### config.mk
export PLATFORM = sky130hd
export DESIGN_NAME = vbrev_unit
export DESIGN_NICKNAME = d
export VERILOG_FILES = /design/src/rtl/vbrev_pkg.sv /design/src/rtl/vbrev_reverse.sv /design/src/rtl/vbrev_enable.sv /design/src/rtl/vbrev_unit.sv
export SDC_FILE = /design/constraint.sdc
export NUM_CORES = 1
export LEC_CHECK = 0
export BUFFER_PORTS_ARGS = -buffer_cell sky130_fd_sc_hd__buf_2
export CORE_AREA = 5 5 249 154
export CTS_CLUSTER_SIZE = 14
export DETAILED_ROUTE_END_ITERATION = 12
export DIE_AREA = 0 0 254 159
export PLACE_DENSITY_LB_ADDON = 0.05
export SETUP_SLACK_MARGIN = 0.5
export SLEW_MARGIN = 20
export SYNTH_ARGS = -nofsm -noshare
export SYNTH_HDL_FRONTEND = slang
export SYNTH_SLANG_ARGS = --single-unit
### constraint.sdc
create_clock -name clk -period 3.8 [get_ports clk]
set_clock_uncertainty 0.05 [all_clocks]
set_input_delay 0.19 -clock clk [delete_from_list [all_inputs] [get_ports clk]]
set_output_delay 0.19 -clock clk [all_outputs]
set_load 0.05 [all_outputs]
### src/rtl/vbrev_pkg.sv
package vbrev_pkg;
   typedef enum logic [1:0] {
      EW8  = 2'd0,
      EW16 = 2'd1,
      EW32 = 2'd2,
      EW64 = 2'd3
   } ew_sel_e;

   localparam int unsigned EW_VARIANTS = 4;

   function automatic int unsigned ew_bits(input int unsigned sel);
      return 8 << sel;
   endfunction
endpackage

### src/rtl/vbrev_reverse.sv
module vbrev_reverse
   import vbrev_pkg::*;
#(
   parameter int unsigned DATA_W = 128
) (
   input  logic [DATA_W-1:0] src_i,
   input  logic [1:0]        sew_i,
   output logic [DATA_W-1:0] rev_o
);
   logic [EW_VARIANTS-1:0][DATA_W-1:0] cand;

   for (genvar gs = 0; gs < EW_VARIANTS; gs++) begin : g_width
      localparam int unsigned EW = ew_bits(gs);
      localparam int unsigned NE = DATA_W / EW;
      for (genvar ge = 0; ge < NE; ge++) begin : g_elem
         for (genvar gb = 0; gb < EW; gb++) begin : g_bit
            assign cand[gs][ge*EW + gb] = src_i[ge*EW + EW - 1 - gb];
         end
      end
   end

   assign rev_o = cand[sew_i];
endmodule

### src/rtl/vbrev_enable.sv
module vbrev_enable
   import vbrev_pkg::*;
#(
   parameter int unsigned DATA_W = 128,
   parameter int unsigned VL_W   = 8
) (
   input  logic [DATA_W/8-1:0] mask_i,
   input  logic                mask_en_i,
   input  logic [1:0]          sew_i,
   input  logic [VL_W-1:0]     vl_i,
   input  logic [VL_W-1:0]     vstart_i,
   output logic [DATA_W/8-1:0] byte_we_o
);
   localparam int unsigned NBYTES = DATA_W / 8;
   localparam int unsigned MIDX_W = (NBYTES > 1) ? $clog2(NBYTES) : 1;

   always_comb begin
      for (int b = 0; b < NBYTES; b++) begin
         logic [VL_W-1:0] idx;
         logic            in_range;
         logic            mask_ok;
         idx       = VL_W'(b) >> sew_i;
         in_range  = (idx < vl_i) && (idx >= vstart_i);
         mask_ok   = !mask_en_i || mask_i[idx[MIDX_W-1:0]];
         byte_we_o[b] = in_range && mask_ok;
      end
   end
endmodule

### src/rtl/vbrev_unit.sv
module vbrev_unit
   import vbrev_pkg::*;
#(
   parameter int unsigned DATA_W = 128,
   parameter int unsigned VL_W   = 8
) (
   input  logic                clk,
   input  logic                rst_n,
   input  logic                in_valid,
   input  logic [DATA_W-1:0]   src_i,
   input  logic [DATA_W-1:0]   old_i,
   input  logic [DATA_W/8-1:0] mask_i,
   input  logic                mask_en_i,
   input  logic [1:0]          sew_i,
   input  logic [VL_W-1:0]     vl_i,
   input  logic [VL_W-1:0]     vstart_i,
   output logic                out_valid,
   output logic [DATA_W-1:0]   res_o
);
   localparam int unsigned NBYTES = DATA_W / 8;

   if (DATA_W % 64 != 0 || DATA_W == 0) begin : g_bad_width
      $error("vbrev_unit: DATA_W must be a nonzero multiple of 64");
   end
   if ((1 << VL_W) <= NBYTES) begin : g_bad_vl
      $error("vbrev_unit: VL_W too narrow for the element count");
   end

   logic [DATA_W-1:0] rev;
   logic [NBYTES-1:0] byte_we;
   logic [DATA_W-1:0] merged;

   vbrev_reverse #(.DATA_W(DATA_W)) u_rev (
      .src_i (src_i),
      .sew_i (sew_i),
      .rev_o (rev)
   );

   vbrev_enable #(.DATA_W(DATA_W), .VL_W(VL_W)) u_en (
      .mask_i    (mask_i),
      .mask_en_i (mask_en_i),
      .sew_i     (sew_i),
      .vl_i      (vl_i),
      .vstart_i  (vstart_i),
      .byte_we_o (byte_we)
   );

   for (genvar gb = 0; gb < NBYTES; gb++) begin : g_merge
      assign merged[gb*8 +: 8] = byte_we[gb] ? rev[gb*8 +: 8] : old_i[gb*8 +: 8];
   end

   always_ff @(posedge clk) begin
      if (!rst_n) out_valid <= 1'b0;
      else        out_valid <= in_valid;
   end

   always_ff @(posedge clk) begin
      if (in_valid) res_o <= merged;
   end
endmodule

==> run metrics <==
P_leak=6.09 nW; Cells after Synth=775; first-pass GRT wire length=67,800 µm; Avg Inst Size Synth=14.1 µm²; initial antenna violation count=4; Core Util, Final=0.427; Nets=1,616; routed wire length per instance=26.3 µm; Vias per Instance=5.44; final setup fails=0; drt drc=0; Horiz. Die Dim=254 µm; sequential area share after synthesis=0.354; Slowest-stage cell, CP=or4_1; Reg clk slew, reported paths=60 ps; WS Path Type=primary input to register; CTS tree=yes; Clock Tree Root=clkbuf_16; Setup crit start kind=primary input; net switching power=1.74 mW; commonest cells after routing, fill and taps aside=buf_2, mux4_2, edfxtp_1, mux2_2, dlygate4sd3_1; Synth Cell Area=10,900 µm²; YS warnings=0; CP dominant cell by count=buf_4; fmax=328 MHz; number of synthesized flops with an enable pin=128; setup_tns=0 ps; Final period util=0.803; worst rel slew slack=0.322; Main synth FF type=edfxtp_1; CP arrival=3170 ps; power density cells=329 nW/µm²; via count=9,705; drt initial violations=974; CP Max Fanout=29; Die Height=159 µm; #FFs+latches synth=129; CTS resizes=0; GRT Util Overall=0.225; grt total ovfl=0; Peak VDD IR=0.292 mV; largest net degree at the start of global routing=85; clock sinks=129; cts bufs inserted=17; critical-path cell list=clkbuf_8 -> buf_4 -> ha_1 -> buf_4 -> nor2_1 -> a22oi_1 -> a31oi_1 -> or4_1 -> mux2_4; RSZ-0062 raised after global routing=false; Crit path max-delay family=simple AND/OR/NAND/NOR gates; num rows=54; # IOs=423; Worst Tran Pin Value=1020 ps; Placer Congestion=0.891; Tmin final=3050 ps; Port-buffer cells=422; sequential power share=0.343; internal power=3.29 mW; share of power burned in combinational logic=0.330; Clock power frac=0.327; die area=40,400 µm²; Core Region=35,800 µm²; DR pass1 iterations=5; Detailed Route WL=46,900 µm; area grow syn2layout=40.1%; Buf+Inv Stages, Crit Path=3; slowest cell delay on critical path=960 ps; H-Tree Level Count=4; CP endpoint kind=register; Sw Ratio=0.346; non-filler cells, final=1,785; most common cell after layout, fill and taps aside=buf_2; top cells by area, synth=edfxtp_1, mux4_2, mux2_2, ha_1, a21oi_1; Hold Path Class=primary input to register; Final Hold Fails=0; Final Max Tran Viols=0; CTS Buffer Depth=2; vias in the first global route=9,822; run status=complete, no violations; Yosys top cell by area=edfxtp_1; CP required=3920 ps; ys async rst share=0; synth unique cells=62; post-route ant nets=0; share of cells above drive strength 1=0.589; initial core utilization=0.305; dpl hpwl=36,000 µm; maxcap violations=0; top-area cell type share of the netlist area=0.352; Mapped Nets=1,099; placed instance count=1,644
## area by class of cell
type	count	area (µm²)
Antenna cell	4	10.0
Multi-Input combinational cell	571	6740
Clock inverter	13	126
Tap cell	476	596
Inverter	14	52.6
Clock buffer	19	443
Sequential cell	129	3860
Fill cell	3461	20500
Timing Repair Buffer	559	3450
## metal layers
metal  GRT usage  vias to the layer above  part of all wire
met5           0                        -                 0
met4      0.0507                        0             0.017
met3      0.0390                       49             0.064
met2       0.350                      426              0.47
met1       0.332                     4960              0.45
li1            -                     4270                 -
## state kept, by name, summed over array words and instances (netlist names)
register	cells
res_o	128
out_valid	1
## timing repair
item | 4_1_cts | 5_1_grt
endpoints found under the hold margin | 105 | 0
hold buffers | 105 | 0
setup buffers | 0 | 0
## worst paths after layout
kind | cells after the start | endpoint | startpoint | slack, ps
worst min-delay path | 2 | res_o[114]$_DFFE_PP_ | old_i[114] | 30
worst max-delay path | 9 | res_o[79]$_DFFE_PP_ | sew_i[0] | 750
## kinds of logic after synthesis
group,count (synthesis),share of synthesized area
xor+xnor,5,0.00401
buf+inv,75,0.0283
fa+ha+maj,30,0.0344
compound gates,109,0.0649
flops,129,0.354
mux,289,0.447
simple gates,138,0.0672
## cells in the mapped netlist (16+ instances only)
cell type  count
a21oi_1       39
edfxtp_1     128
nor2_1        21
buf_2         19
mux2i_1       16
clkbuf_1      34
nor2b_1       17
mux2_2       120
o21ai_0       28
nand2_1       43
mux4_2       143
ha_1          30
## per-stage QoR
stage	instance area, µm²	total power, mW	hold slack (ps)	setup WS [ps]
2_1_floorplan	10900	2.77	252	813
3_3_place_gp	13700	3.32	352	388
3_5_place_dp	13700	3.32	355	348
4_1_cts	15300	5.09	0.263	819
5_1_grt	15300	5.25	10.1	622
6_report	15300	5.03	28.7	749
## power by group through the flow
| stage | sequential (mW) | clock [mW] | combinational [mW] |
|---|---|---|---|
| 2_1_floorplan | 2.17 | 0 | 0.601 |
| 3_3_place_gp | 1.76 | 0 | 1.56 |
| 4_1_cts | 1.73 | 1.70 | 1.66 |
| 3_5_place_dp | 1.76 | 0 | 1.56 |
| 6_report | 1.73 | 1.65 | 1.66 |
| 5_1_grt | 1.74 | 1.75 | 1.76 |
Power figures use the tool's default switching activity.
